===== src/rtl/tape_pkg.sv =====
package tape_pkg;

  localparam logic [7:0] CH_MARK = 8'h3A;  // record start
  localparam logic [7:0] CH_END  = 8'h0D;  // record end
  localparam int         LEN_W   = 8;

  typedef enum logic [2:0] {
    ST_HUNT,
    ST_ADDR,
    ST_LEN,
    ST_HSUM,
    ST_DATA,
    ST_DSUM,
    ST_EOL
  } parseState_t;

  // strobes from control to datapath
  typedef struct packed {
    logic startRec;
    logic takeHigh;
    logic addrByte;
    logic lenByte;
    logic dataByte;
  } dpStrobe_t;

  // running check: rotate left one bit, then fold the new byte in
  function automatic logic [7:0] foldSum(input logic [7:0] acc, input logic [7:0] b);
    return {acc[6:0], acc[7]} ^ b;
  endfunction

endpackage


===== src/rtl/tape_hexdec.sv =====
module tape_hexdec (
  input  logic [7:0] ch,
  output logic       isHex,
  output logic [3:0] nib
);

  always_comb begin
    isHex = 1'b1;
    nib   = 4'h0;
    if (ch >= 8'h30 && ch <= 8'h39) begin
      nib = ch[3:0];
    end else if ((ch >= 8'h41 && ch <= 8'h46) || (ch >= 8'h61 && ch <= 8'h66)) begin
      nib = ch[3:0] + 4'd9;
    end else begin
      isHex = 1'b0;
    end
  end

endmodule


===== src/rtl/tape_datapath.sv =====
module tape_datapath
  import tape_pkg::*;
#(
  parameter int ADDR_NIBS = 4,
  localparam int ADDR_W = 4 * ADDR_NIBS
) (
  input  logic              clk,
  input  logic              rstN,
  input  dpStrobe_t         strobe,
  input  logic [3:0]        nibIn,
  output logic              hdrOk,
  output logic              datOk,
  output logic              lenZero,
  output logic              lastData,
  output logic              wrEn,
  output logic [ADDR_W-1:0] wrAddr,
  output logic [7:0]        wrData,
  output logic [ADDR_W-1:0] recAddr
);

  logic [3:0]        hiNib;
  logic [ADDR_W-1:0] addrReg;
  logic [LEN_W-1:0]  lenReg;
  logic [LEN_W-1:0]  cntReg;
  logic [7:0]        hdrSum;
  logic [7:0]        datSum;
  logic [7:0]        byteNow;

  assign byteNow = {hiNib, nibIn};

  always_ff @(posedge clk) begin
    if (!rstN) begin
      hiNib   <= '0;
      addrReg <= '0;
      lenReg  <= '0;
      cntReg  <= '0;
      hdrSum  <= '0;
      datSum  <= '0;
      wrEn    <= 1'b0;
      wrAddr  <= '0;
      wrData  <= '0;
    end else begin
      wrEn <= 1'b0;
      if (strobe.takeHigh) hiNib <= nibIn;
      if (strobe.startRec) begin
        hdrSum <= '0;
        datSum <= '0;
      end
      if (strobe.addrByte) begin
        addrReg <= (addrReg << 8) | ADDR_W'(byteNow);
        hdrSum  <= foldSum(hdrSum, byteNow);
      end
      if (strobe.lenByte) begin
        lenReg <= byteNow;
        cntReg <= byteNow;
        hdrSum <= foldSum(hdrSum, byteNow);
      end
      if (strobe.dataByte) begin
        wrEn    <= 1'b1;
        wrAddr  <= addrReg;
        wrData  <= byteNow;
        addrReg <= addrReg + 1'b1;
        cntReg  <= cntReg - 1'b1;
        datSum  <= foldSum(datSum, byteNow);
      end
    end
  end

  assign hdrOk    = (byteNow == hdrSum);
  assign datOk    = (byteNow == datSum);
  assign lenZero  = (lenReg == '0);
  assign lastData = (cntReg == LEN_W'(1));
  assign recAddr  = addrReg;

  // control never asks for a data byte once the count is spent
  AST_COUNT_LIVE: assert property (@(posedge clk) disable iff (!rstN)
    strobe.dataByte |-> (cntReg != '0));

endmodule


===== src/rtl/tape_ctrl.sv =====
module tape_ctrl
  import tape_pkg::*;
#(
  parameter int ADDR_NIBS = 4,
  localparam int POS_W = (ADDR_NIBS > 2) ? $clog2(ADDR_NIBS) : 1
) (
  input  logic       clk,
  input  logic       rstN,
  input  logic       chValid,
  input  logic [7:0] chData,
  input  logic       isHex,
  input  logic       hdrOk,
  input  logic       datOk,
  input  logic       lenZero,
  input  logic       lastData,
  output dpStrobe_t  strobe,
  output logic       errPulse,
  output logic       donePulse
);

  parseState_t      state, nextState;
  logic [POS_W-1:0] pos, nextPos;
  logic             errNext, doneNext;

  always_comb begin
    nextState = state;
    nextPos   = pos;
    strobe    = '0;
    errNext   = 1'b0;
    doneNext  = 1'b0;
    if (chValid) begin
      case (state)
        ST_HUNT: begin
          if (chData == CH_MARK) begin
            strobe.startRec = 1'b1;
            nextState       = ST_ADDR;
            nextPos         = '0;
          end
        end
        ST_EOL: begin
          nextState = ST_HUNT;
          if (chData != CH_END) errNext = 1'b1;
        end
        default: begin
          if (!isHex) begin
            errNext   = 1'b1;
            nextState = ST_HUNT;
          end else if (!pos[0]) begin
            strobe.takeHigh = 1'b1;
            nextPos         = pos + 1'b1;
          end else begin
            nextPos = '0;
            case (state)
              ST_ADDR: begin
                strobe.addrByte = 1'b1;
                if (pos == POS_W'(ADDR_NIBS - 1)) nextState = ST_LEN;
                else nextPos = pos + 1'b1;
              end
              ST_LEN: begin
                strobe.lenByte = 1'b1;
                nextState      = ST_HSUM;
              end
              ST_HSUM: begin
                if (!hdrOk) begin
                  errNext   = 1'b1;
                  nextState = ST_HUNT;
                end else if (lenZero) begin
                  doneNext  = 1'b1;
                  nextState = ST_HUNT;
                end else begin
                  nextState = ST_DATA;
                end
              end
              ST_DATA: begin
                strobe.dataByte = 1'b1;
                if (lastData) nextState = ST_DSUM;
              end
              ST_DSUM: begin
                if (!datOk) begin
                  errNext   = 1'b1;
                  nextState = ST_HUNT;
                end else begin
                  nextState = ST_EOL;
                end
              end
              default: nextState = ST_HUNT;
            endcase
          end
        end
      endcase
    end
  end

  always_ff @(posedge clk) begin
    if (!rstN) begin
      state     <= ST_HUNT;
      pos       <= '0;
      errPulse  <= 1'b0;
      donePulse <= 1'b0;
    end else begin
      state     <= nextState;
      pos       <= nextPos;
      errPulse  <= errNext;
      donePulse <= doneNext;
    end
  end

  AST_HUNT_SILENT: assert property (@(posedge clk) disable iff (!rstN)
    (state == ST_HUNT && chValid && chData != CH_MARK) |=> !(errPulse || donePulse));
  AST_DONE_AFTER_CHAR: assert property (@(posedge clk) disable iff (!rstN)
    donePulse |-> $past(chValid));
  AST_ERR_AFTER_CHAR: assert property (@(posedge clk) disable iff (!rstN)
    errPulse |-> $past(chValid));
  AST_EOL_CHECKED: assert property (@(posedge clk) disable iff (!rstN)
    (state == ST_EOL && chValid && chData != CH_END) |=> errPulse);

endmodule


===== src/rtl/tape_loader.sv =====
module tape_loader
  import tape_pkg::*;
#(
  parameter int ADDR_NIBS = 4,
  localparam int ADDR_W = 4 * ADDR_NIBS
) (
  input  logic              clk,
  input  logic              rstN,
  input  logic              chValid,
  input  logic [7:0]        chData,
  output logic              wrEn,
  output logic [ADDR_W-1:0] wrAddr,
  output logic [7:0]        wrData,
  output logic              errPulse,
  output logic              donePulse,
  output logic [ADDR_W-1:0] entryAddr
);

  dpStrobe_t  strobe;
  logic       isHex;
  logic [3:0] nib;
  logic       hdrOk, datOk, lenZero, lastData;

  tape_hexdec hex_i (
    .ch    (chData),
    .isHex (isHex),
    .nib   (nib)
  );

  tape_ctrl #(.ADDR_NIBS(ADDR_NIBS)) ctrl_i (
    .clk       (clk),
    .rstN      (rstN),
    .chValid   (chValid),
    .chData    (chData),
    .isHex     (isHex),
    .hdrOk     (hdrOk),
    .datOk     (datOk),
    .lenZero   (lenZero),
    .lastData  (lastData),
    .strobe    (strobe),
    .errPulse  (errPulse),
    .donePulse (donePulse)
  );

  tape_datapath #(.ADDR_NIBS(ADDR_NIBS)) dp_i (
    .clk      (clk),
    .rstN     (rstN),
    .strobe   (strobe),
    .nibIn    (nib),
    .hdrOk    (hdrOk),
    .datOk    (datOk),
    .lenZero  (lenZero),
    .lastData (lastData),
    .wrEn     (wrEn),
    .wrAddr   (wrAddr),
    .wrData   (wrData),
    .recAddr  (entryAddr)
  );

  AST_ONE_EVENT: assert property (@(posedge clk) disable iff (!rstN)
    $onehot0({wrEn, errPulse, donePulse}));
  AST_QUIET_WHEN_IDLE: assert property (@(posedge clk) disable iff (!rstN)
    !$past(chValid) |-> !(wrEn || errPulse || donePulse));
  AST_WRITE_AFTER_CHAR: assert property (@(posedge clk) disable iff (!rstN)
    wrEn |-> $past(chValid));

endmodule


===== config.mk =====
export PLATFORM = sky130hd
export DESIGN_NAME = tape_loader
export DESIGN_NICKNAME = d
export VERILOG_FILES = /design/src/rtl/tape_pkg.sv /design/src/rtl/tape_hexdec.sv /design/src/rtl/tape_datapath.sv /design/src/rtl/tape_ctrl.sv /design/src/rtl/tape_loader.sv
export SDC_FILE = /design/constraint.sdc
export NUM_CORES = 1
export LEC_CHECK = 0
export ABC_AREA = 1
export BUFFER_PORTS_ARGS = -buffer_cell sky130_fd_sc_hd__buf_4
export CORE_MARGIN = 1
export CORE_UTILIZATION = 40
export CTS_CLUSTER_SIZE = 28
export DETAILED_ROUTE_END_ITERATION = 16
export GPL_ROUTABILITY_DRIVEN = 0
export PLACE_DENSITY = 0.54
export SYNTH_ARGS = -nofsm -noshare
export SYNTH_HDL_FRONTEND = slang
export SYNTH_SLANG_ARGS = --single-unit

===== constraint.sdc =====
create_clock -name clk -period 1.9 [get_ports clk]
set_input_delay 0.095 -clock clk [delete_from_list [all_inputs] [get_ports clk]]
set_output_delay 0.095 -clock clk [all_outputs]
set_load 0.005 [all_outputs]

==> impl_metrics.json, run 1 <==
{
  "status": "finished clean",
  "ys_ff_latch": 84,
  "first_global_vias": 4106,
  "seq_area_frac_synth": 0.3759,
  "finClkSkew_ps": 13.28,
  "relSlewSlack": 0.6229,
  "hp-class": "primary input to register",
  "rsz0062_at_grt": "yes",
  "clk_latency_ps": 370,
  "yosys_warnings": 0,
  "clock-sinks": 84,
  "grt_util_met3": 0.05811,
  "final-hold-violation-count": 0,
  "die_h_um": 107.7,
  "final-max-slew-violation-count": 0,
  "power_leakage_nw": 2.545,
  "overflow": 0,
  "cts_buffers": 9,
  "met1_usage": 0.3284,
  "power.density_nw_per_um2": 571.4,
  "drive_above_1_share": 0.2594,
  "die_w_um": 107.7,
  "syn_area_um2": 4473,
  "vias": 4446,
  "ctsLongestPathBuffers": 2,
  "start_util": 0.4108,
  "busiest_layer": "met2",
  "pwr-share-seq": 0.537,
  "drc": 0,
  "diodes": 0,
  "worst_slew_pin_slew_ps": 565.0,
  "async_reset_ff_frac": 0,
  "syn_avg_cell_area_um2": 7.134,
  "dp.final_hpwl_mm": 9.926,
  "regToRegSetupSlack_ps": 70,
  "start_kind": "register",
  "fp-row-count": 38,
  "synth_ff_type": "dfxtp_1",
  "grt_pass1_wl_mm": 21.29,
  "finalCriticalPeriod_ps": 1834,
  "drt_iter0_drc": 296,
  "max_freq_mhz": 545.3,
  "track_usage": 0.2391,
  "path_max_fanout": 4,
  "path_cells": "ha_4 > nand2_2 > inv_2 > nand4_1 > nor2_2 > nand2_1 > nor4_2 > buf_4 > xor2_1 > nand3_1 > o21ai_1",
  "syn2layout_area_growth_pct": 27.89,
  "synth_edf_count": 0,
  "cp.arrival_ps": 2140,
  "htreeDepth": 3,
  "worst-setup-path-type": "register to register",
  "grt_max_degree": 36,
  "cp.required_ps": 2210,
  "root_buffer": "clkbuf_8",
  "cap_violations": 0,
  "cts_tree": "built",
  "synth_cell_types": 48,
  "fp.coreArea_um2": 10890,
  "cp-end-kind": "register",
  "post_drt_wl_per_cell_um": 14.94,
  "nNetsFinal": 758,
  "crit_slowest_cell": "dfxtp_4",
  "synth.net_count": 646,
  "p_comb_frac": 0.053,
  "total_power_mw": 3.269,
  "switching_power_mw": 0.8056,
  "setup_violations": 0,
  "period_share": 0.9651,
  "clk_pin_slew_ps": 90,
  "internal_power_mw": 2.463,
  "vias_per_cell": 5.029,
  "io_pins": 54,
  "antenna_left": 0,
  "drtPass1Iterations": 5,
  "die-area_um2": 11610,
  "synth_cells": 627,
  "antenna_found_initial": 0,
  "slowest_delay_ps": 390,
  "port_buffers": 53,
  "met2_usage": 0.3764,
  "swShare": 0.2464,
  "irDropWorstVdd_uv": 441.9,
  "finalWirelength_mm": 13.20,
  "final_util": 0.5254,
  "clkPwrFrac": 0.410
}
[cells in the final DEF (no fill, tap or decap), types with 5 or more instances in the layout]
cell type / count
nand2_1: 128
buf_4: 124
dfxtp_1: 79
a21oi_1: 67
inv_1: 62
nor2_1: 57
o21ai_0: 35
nand3_1: 30
xor2_1: 15
inv_2: 11
nor3_1: 10
clkbuf_8: 10
o21ai_1: 9
xnor2_1: 8
nor2_2: 7
nand4_1: 7
o211ai_1: 7
ha_1: 7
nor3_2: 6
a22oi_1: 5
[flip-flops by register name, summed over array words and instances (netlist names)]
name / cells
dp_i.hdrSum: 8
ctrl_i.pos: 2
dp_i.recAddr: 16
dp_i.wrData: 8
ctrl_i.donePulse: 1
dp_i.cntReg: 8
dp_i.wrEn: 1
dp_i.lenReg: 8
ctrl_i.state: 3
dp_i.wrAddr: 16
dp_i.datSum: 8
dp_i.hiNib: 4
ctrl_i.errPulse: 1
[critical path: cells and delay by family, from the launching register on]
kind / cells / cell delay (ps)
buf+inv: 2 / 220
flops: 1 / 390
xor+xnor: 1 / 150
simple gates: 6 / 790
fa+ha+maj: 1 / 140
compound gates: 1 / 80
[through the flow]
stage / setup slack, ps / hold slack, ps / cell area (µm²) / std cells / TNS (ps)
floorplan: 148.5 / 211.1 / 4473 / 627 / 0
CTS: 8.024 / 33.71 / 5657 / 880 / 0
finish: 66.28 / 50.07 / 5720 / 884 / 0
global placement: -43.63 / 394.7 / 5435 / 864 / -79.25
detailed placement: -67.16 / 400.2 / 5435 / 864 / -290.6
global route: -113.9 / 69.68 / 5720 / 884 / -228.9
[logic make-up (layout without fill, tap and decap cells)]
family	after synthesis	count (layout)	share of synthesized area
AOI/OAI and AO/OA	142	142	0.1810
adders and majority gates	8	8	0.02238
and+or+nand+nor	272	272	0.2859
buffers and inverters	98	215	0.08979
xor gates and xnor gates	23	23	0.04504
DFF	84	84	0.3759
[layer usage]
layer / part of all wire / vias to the layer above
met2: 0.46 / 92
met1: 0.49 / 2052
met5: 0 / -
li1: - / 2292
met4: 0.0086 / 0
met3: 0.045 / 10
[synthesized netlist by cell type, types with 2 or more instances]
cell / instances / share of area
nand3b_1: 2 / 0.0034
nor2_4: 2 / 0.0050
nor4_1: 3 / 0.0042
nand2_1: 130 / 0.11
buf_6: 3 / 0.0076
o311ai_1: 2 / 0.0039
xor2_1: 15 / 0.029
xnor2_1: 8 / 0.016
inv_1: 65 / 0.055
a21oi_1: 67 / 0.075
ha_1: 8 / 0.022
buf_2: 7 / 0.0078
nor2_2: 6 / 0.0084
nand2_4: 2 / 0.0050
dfxtp_1: 84 / 0.38
o21ai_1: 5 / 0.0056
o211ai_1: 7 / 0.012
nor3_1: 12 / 0.013
or2_2: 4 / 0.0056
a32oi_1: 3 / 0.0059
nand2_2: 2 / 0.0028
a22oi_1: 5 / 0.0084
nor3_2: 4 / 0.0090
o22ai_1: 2 / 0.0028
nand4_1: 7 / 0.0098
nand3_2: 3 / 0.0067
nand3_1: 31 / 0.035
a31oi_1: 3 / 0.0042
inv_2: 8 / 0.0067
nor2_1: 58 / 0.049
clkbuf_1: 14 / 0.012
o21ai_0: 39 / 0.044
[cell type report]
class,instances,area [µm²]
tap,140,175.2
clock buffer,10,137.6
clock inverter,6,62.56
multi-input combinational,445,2431
inverter,74,280.3
timing repair buffer,125,940.9
fill,1092,5167
sequential,84,1693
[power by group through the flow]
stage          Clock [mW]  Combinational, mW  Sequential (mW)
2_1_floorplan           0             0.0907             1.80
3_3_place_gp            0              0.169             1.80
3_5_place_dp            0              0.170             1.80
4_1_cts              1.37              0.172             1.76
5_1_grt              1.44              0.190             1.76
6_report             1.34              0.172             1.76
[timing repair]
action,in CTS,in global routing
cloned,0,0
setup endpoints to repair,11,36
hold buffers,1,0
endpoints found under the hold margin,1,0
gates resized for setup,6,18
pin swaps,4,9
setup buffers,0,4
[worst paths after layout]
kind                                                   start                            end  depth (start not counted)
worst max register to register  dp_i.recAddr[1]$_SDFFE_PN0P_  dp_i.recAddr[14]$_SDFFE_PN0P_                         11
worst min register to register  dp_i.wrAddr[13]$_SDFFE_PN0P_   dp_i.wrAddr[13]$_SDFFE_PN0P_                          2
worst max-delay path            dp_i.recAddr[1]$_SDFFE_PN0P_  dp_i.recAddr[14]$_SDFFE_PN0P_                         11
worst min-delay path                               chData[5]     ctrl_i.errPulse$_SDFF_PN0_                          3
No activity file was read; power rests on OpenSTA's default activity.
==> inputs of run 2 (changes only) <==
Clock period 1.9 ns to 2.3 ns, I/O delays scaled along.
==> impl_metrics.json, run 2 (synthesis gave the netlist of run 1 again) <==
{
  "post_drt_wl_per_cell_um": 15.68,
  "cts_resized": 0,
  "overflow": 0,
  "cap_violations": 0,
  "die_w_um": 107.7,
  "status": "finished clean",
  "fin_hold_ws_ps": 32.26,
  "grt_pass1_wl_mm": 20.67,
  "antenna_found_initial": 0,
  "path_cells": "inv_1 > nor3_1 > inv_1 > nor2_2 > nand2_1 > inv_1 > o21ai_0 > a21oi_1 > o21a_1",
  "final_util": 0.4797,
  "syn2layout_area_growth_pct": 16.76,
  "period_share": 0.9188,
  "fin_area_um2": 5223,
  "worst-setup-path-type": "register to register",
  "nNetsFinal": 699,
  "vias": 4279,
  "htreeDepth": 3,
  "cpMostUsedCell": "inv_1",
  "relSlewSlack": 0.6511,
  "first_global_vias": 3947,
  "slowest_delay_ps": 430,
  "postCtsSetupBuffers": 0,
  "final_cell_mix": "nand2_1 (130), dfxtp_1 (83), a21oi_1 (67)",
  "placed_area_um2": 5022,
  "die_h_um": 107.7,
  "finClkSkew_ps": 12.52,
  "fin_tns_setup_ps": 0,
  "layout_setup_ws_ps": 186.8,
  "drc": 0,
  "fp-row-count": 38,
  "start_kind": "register",
  "start_util": 0.4108,
  "hold_path.startpoint": "chValid",
  "regToRegSetupSlack_ps": 190,
  "n_fill_cell": 1103,
  "total_power_mw": 2.689,
  "die-area_um2": 11610,
  "clk_pin_slew_ps": 90,
  "io_pins": 54,
  "cts_buffers": 9,
  "holdPathStages": 3,
  "cts_tree": "built",
  "track_usage": 0.2332,
  "power.density_nw_per_um2": 514.8,
  "fp.coreArea_um2": 10890,
  "ctsLongestPathBuffers": 2,
  "cp.required_ps": 2620,
  "root_buffer": "clkbuf_8",
  "irDropWorstVdd_uv": 333.5,
  "clk_latency_ps": 380,
  "r2r_cells": 9,
  "max_freq_mhz": 473.2,
  "clock-sinks": 84,
  "dp.cells": 809,
  "dp_slack_ps": -52.49,
  "mostFrequentLayoutCell": "nand2_1",
  "cp.arrival_ps": 2440,
  "drt_iter0_drc": 308,
  "final-hold-violation-count": 0,
  "r2r-end": "dp_i.datSum[1]$_SDFFE_PN0P_",
  "antenna_left": 0,
  "cp-end-kind": "register",
  "grt_max_degree": 36,
  "power_leakage_nw": 2.256,
  "vias_per_cell": 5.187,
  "port_buffers": 53,
  "drtPass1Iterations": 5,
  "finalCriticalPeriod_ps": 2113,
  "final-max-slew-violation-count": 0,
  "hold_end": "ctrl_i.errPulse$_SDFF_PN0_",
  "path_max_fanout": 13,
  "drive_above_1_share": 0.1752,
  "setup_violations": 0,
  "reg2reg_from": "ctrl_i.state[2]$_SDFFE_PN0P_",
  "worst_slew_pin_slew_ps": 522.0,
  "diodes": 0,
  "rsz0062_at_grt": "no",
  "stdcell_count": 825,
  "crit_slowest_cell": "dfxtp_1",
  "hp-class": "primary input to register",
  "hold_buffers": 0,
  "dp.final_hpwl_mm": 9.406,
  "finalWirelength_mm": 12.94
}
run 2: cell types whose count changed in the layout (fill, tap and decap cells not counted), sizes merged:
cell	change
buf	-58
clkbuf	-1
clkinv	+1
dlygate4sd3	-1
run 2: worst max-delay path by stage:
| stage | slack, ps | endpoint | startpoint | cells after the start |
|---|---|---|---|---|
| 4_1_cts | 180 | dp_i.datSum[1]$_SDFFE_PN0P_ | ctrl_i.state[2]$_SDFFE_PN0P_ | 9 |
| 2_1_floorplan | 550 | dp_i.recAddr[12]$_SDFFE_PN0P_ | dp_i.recAddr[1]$_SDFFE_PN0P_ | 12 |
| 6_report | 190 | dp_i.datSum[1]$_SDFFE_PN0P_ | ctrl_i.state[2]$_SDFFE_PN0P_ | 9 |
| 3_5_place_dp | -50 | dp_i.datSum[1]$_SDFFE_PN0P_ | chData[1] | 14 |
| 5_1_grt | 3 | dp_i.recAddr[12]$_SDFFE_PN0P_ | dp_i.recAddr[1]$_SDFFE_PN0P_ | 12 |
| 3_3_place_gp | 40 | dp_i.datSum[1]$_SDFFE_PN0P_ | chData[1] | 14 |
run 2: power by group:
| part | internal, mW | switching (mW) |
|---|---|---|
| logic | 0.0348 | 0.0904 |
| clock network | 0.508 | 0.602 |
| registers | 1.45 | 0.000278 |
| total | 2.00 | 0.693 |
run 2: layout make-up:
class,count,area (µm²),share of cell area
Clock buffer,9,123.9,0.02372
Clock inverter,7,75.07,0.01437
Inverter,74,280.3,0.05367
Multi-Input combinational cell,445,2390,0.4576
Sequential cell,84,1683,0.3222
Tap cell,140,175.2,0.03354
Timing Repair Buffer,66,495.5,0.09487
run 2: critical path, delay by kind of cell, from the launching register on:
| family | cells | cell delay [ps] |
|---|---|---|
| AND/OR/NAND/NOR | 3 | 760 |
| AO/OA/AOI/OAI | 3 | 360 |
| buffers and inverters | 3 | 530 |
| flip-flops | 1 | 430 |
run 2: layer usage:
layer | vias to the layer above | track usage | wire length, µm
met1 | 1968 | 0.3244 | 6402
met5 | - | 0 | 0
li1 | 2173 | - | -
met2 | 117 | 0.3521 | 5680
met3 | 21 | 0.04600 | 612
met4 | 0 | 0.09002 | 240
==> inputs of run 3 (changes only) <==
Clock period 2.3 ns to 2.6 ns, I/O delays scaled along.
==> impl_metrics.json, run 3 (synthesis gave the netlist of run 1 again) <==
{
  "fin_tns_setup_ps": 0,
  "worst-setup-path-type": "register to register",
  "die_h_um": 107.7,
  "grt_max_degree": 36,
  "fp-row-count": 38,
  "ctsLongestPathBuffers": 2,
  "syn2layout_area_growth_pct": 16.14,
  "power_leakage_nw": 2.226,
  "relSlewSlack": 0.6058,
  "cts_resized": 0,
  "first_global_vias": 3932,
  "status": "finished clean",
  "nNetsFinal": 693,
  "hp-class": "primary input to register",
  "period_share": 0.8054,
  "cp-end-kind": "register",
  "clk_pin_slew_ps": 80,
  "hold_buffers": 0,
  "final-max-slew-violation-count": 0,
  "setup_violations": 0,
  "die_w_um": 107.7,
  "cp.arrival_ps": 2310,
  "final_cell_mix": "nand2_1 (130), dfxtp_1 (84), a21oi_1 (67)",
  "postCtsSetupBuffers": 0,
  "irDropWorstVdd_uv": 323.9,
  "start_util": 0.4108,
  "worst_slew_pin_slew_ps": 590.6,
  "power.density_nw_per_um2": 468.9,
  "holdPathStages": 3,
  "fp.coreArea_um2": 10890,
  "finalWirelength_mm": 12.92,
  "met1_usage": 0.3305,
  "fin_hold_ws_ps": 54.52,
  "finClkSkew_ps": 6.170,
  "antenna_found_initial": 0,
  "vias": 4302,
  "htreeDepth": 3,
  "clk_latency_ps": 360,
  "dp.final_hpwl_mm": 9.341,
  "drt_iter0_drc": 301,
  "cts_buffers": 9,
  "io_pins": 54,
  "grt_pass1_wl_mm": 21.13,
  "final-hold-violation-count": 0,
  "r2r_cells": 8,
  "track_usage": 0.2397,
  "mostFrequentLayoutCell": "nand2_1",
  "diodes": 0,
  "root_buffer": "clkbuf_8",
  "clock-sinks": 84,
  "cp.required_ps": 2820,
  "grt_util_met3": 0.05993,
  "max_freq_mhz": 477.6,
  "overflow": 0,
  "vias_per_cell": 5.253,
  "finalCriticalPeriod_ps": 2094,
  "busiest_layer": "met2",
  "post_drt_wl_per_cell_um": 15.77,
  "drive_above_1_share": 0.1635,
  "total_power_mw": 2.436,
  "met2_usage": 0.3636,
  "cts_tree": "built",
  "die-area_um2": 11610,
  "path_max_fanout": 7,
  "drtPass1Iterations": 6,
  "port_buffers": 53,
  "antenna_left": 0,
  "cap_violations": 0,
  "start_kind": "register",
  "drc": 0,
  "rsz0062_at_grt": "no",
  "n_fill_cell": 1123
}
-- run 3: cell types whose count changed in the layout (fill, tap and decap cells not counted), sizes merged --
cell	delta
buf	-6
clkinv	-4
clkbuf	+3
bufinv	+1
clkinvlp	+1
inv	-1
-- run 3: power breakdown --
group          switching, mW  leakage, nW  internal, mW
sequential          0.000273        0.676          1.29
combinational         0.0770         1.44        0.0306
clock                  0.476        0.107         0.567
-- run 3: path summary, 6_finish.rpt --
kind	from	to	slack [ps]
hold / removal	chValid	ctrl_i.errPulse$_SDFF_PN0_	50
setup / recovery	dp_i.recAddr[2]$_SDFFE_PN0P_	dp_i.recAddr[15]$_SDFFE_PN0P_	510
hold reg to reg	dp_i.lenReg[4]$_SDFFE_PN0P_	dp_i.lenReg[4]$_SDFFE_PN0P_	470
setup reg to reg	dp_i.recAddr[2]$_SDFFE_PN0P_	dp_i.recAddr[15]$_SDFFE_PN0P_	510
-- run 3: routing by layer --
metal / wire length (µm) / up-vias
li1: - / 2165
met1: 6146 / 1993
met2: 5695 / 129
met3: 850 / 15
met4: 226 / 0
met5: 0 / -
-- run 3: critical path, stage by stage, from the launching register on --
cell and delay (ps):
dfxtp_1 520, nand3_1 160, nand3b_1 230, nor3_2 210, nand4_1 220, nor3_2 250, o21ai_1 120, o21ai_0 160
a21oi_1 80
-- run 3: metrics by stage --
| stage | std cells | area [µm²] | util | worst slack, ps |
|---|---|---|---|---|
| global placement | 803 | 4977 | 0.4571 | 336.0 |
| global route | 819 | 5195 | 0.4771 | 251.2 |
| finish | 819 | 5195 | 0.4771 | 506.0 |
| floorplan | 627 | 4473 | - | 848.5 |
| detailed placement | 803 | 4977 | 0.4571 | 358.3 |
| CTS | 819 | 5195 | 0.4771 | 514.3 |
-- run 3: final cells by class --
cell class / instances / area, µm² / area share
Multi-Input combinational cell: 445 / 2390 / 0.4600
Sequential cell: 84 / 1682 / 0.3237
Timing Repair Buffer: 60 / 450.4 / 0.08671
Clock buffer: 12 / 145.1 / 0.02794
Inverter: 74 / 280.3 / 0.05395
Tap cell: 140 / 175.2 / 0.03372
Clock inverter: 4 / 72.57 / 0.01397
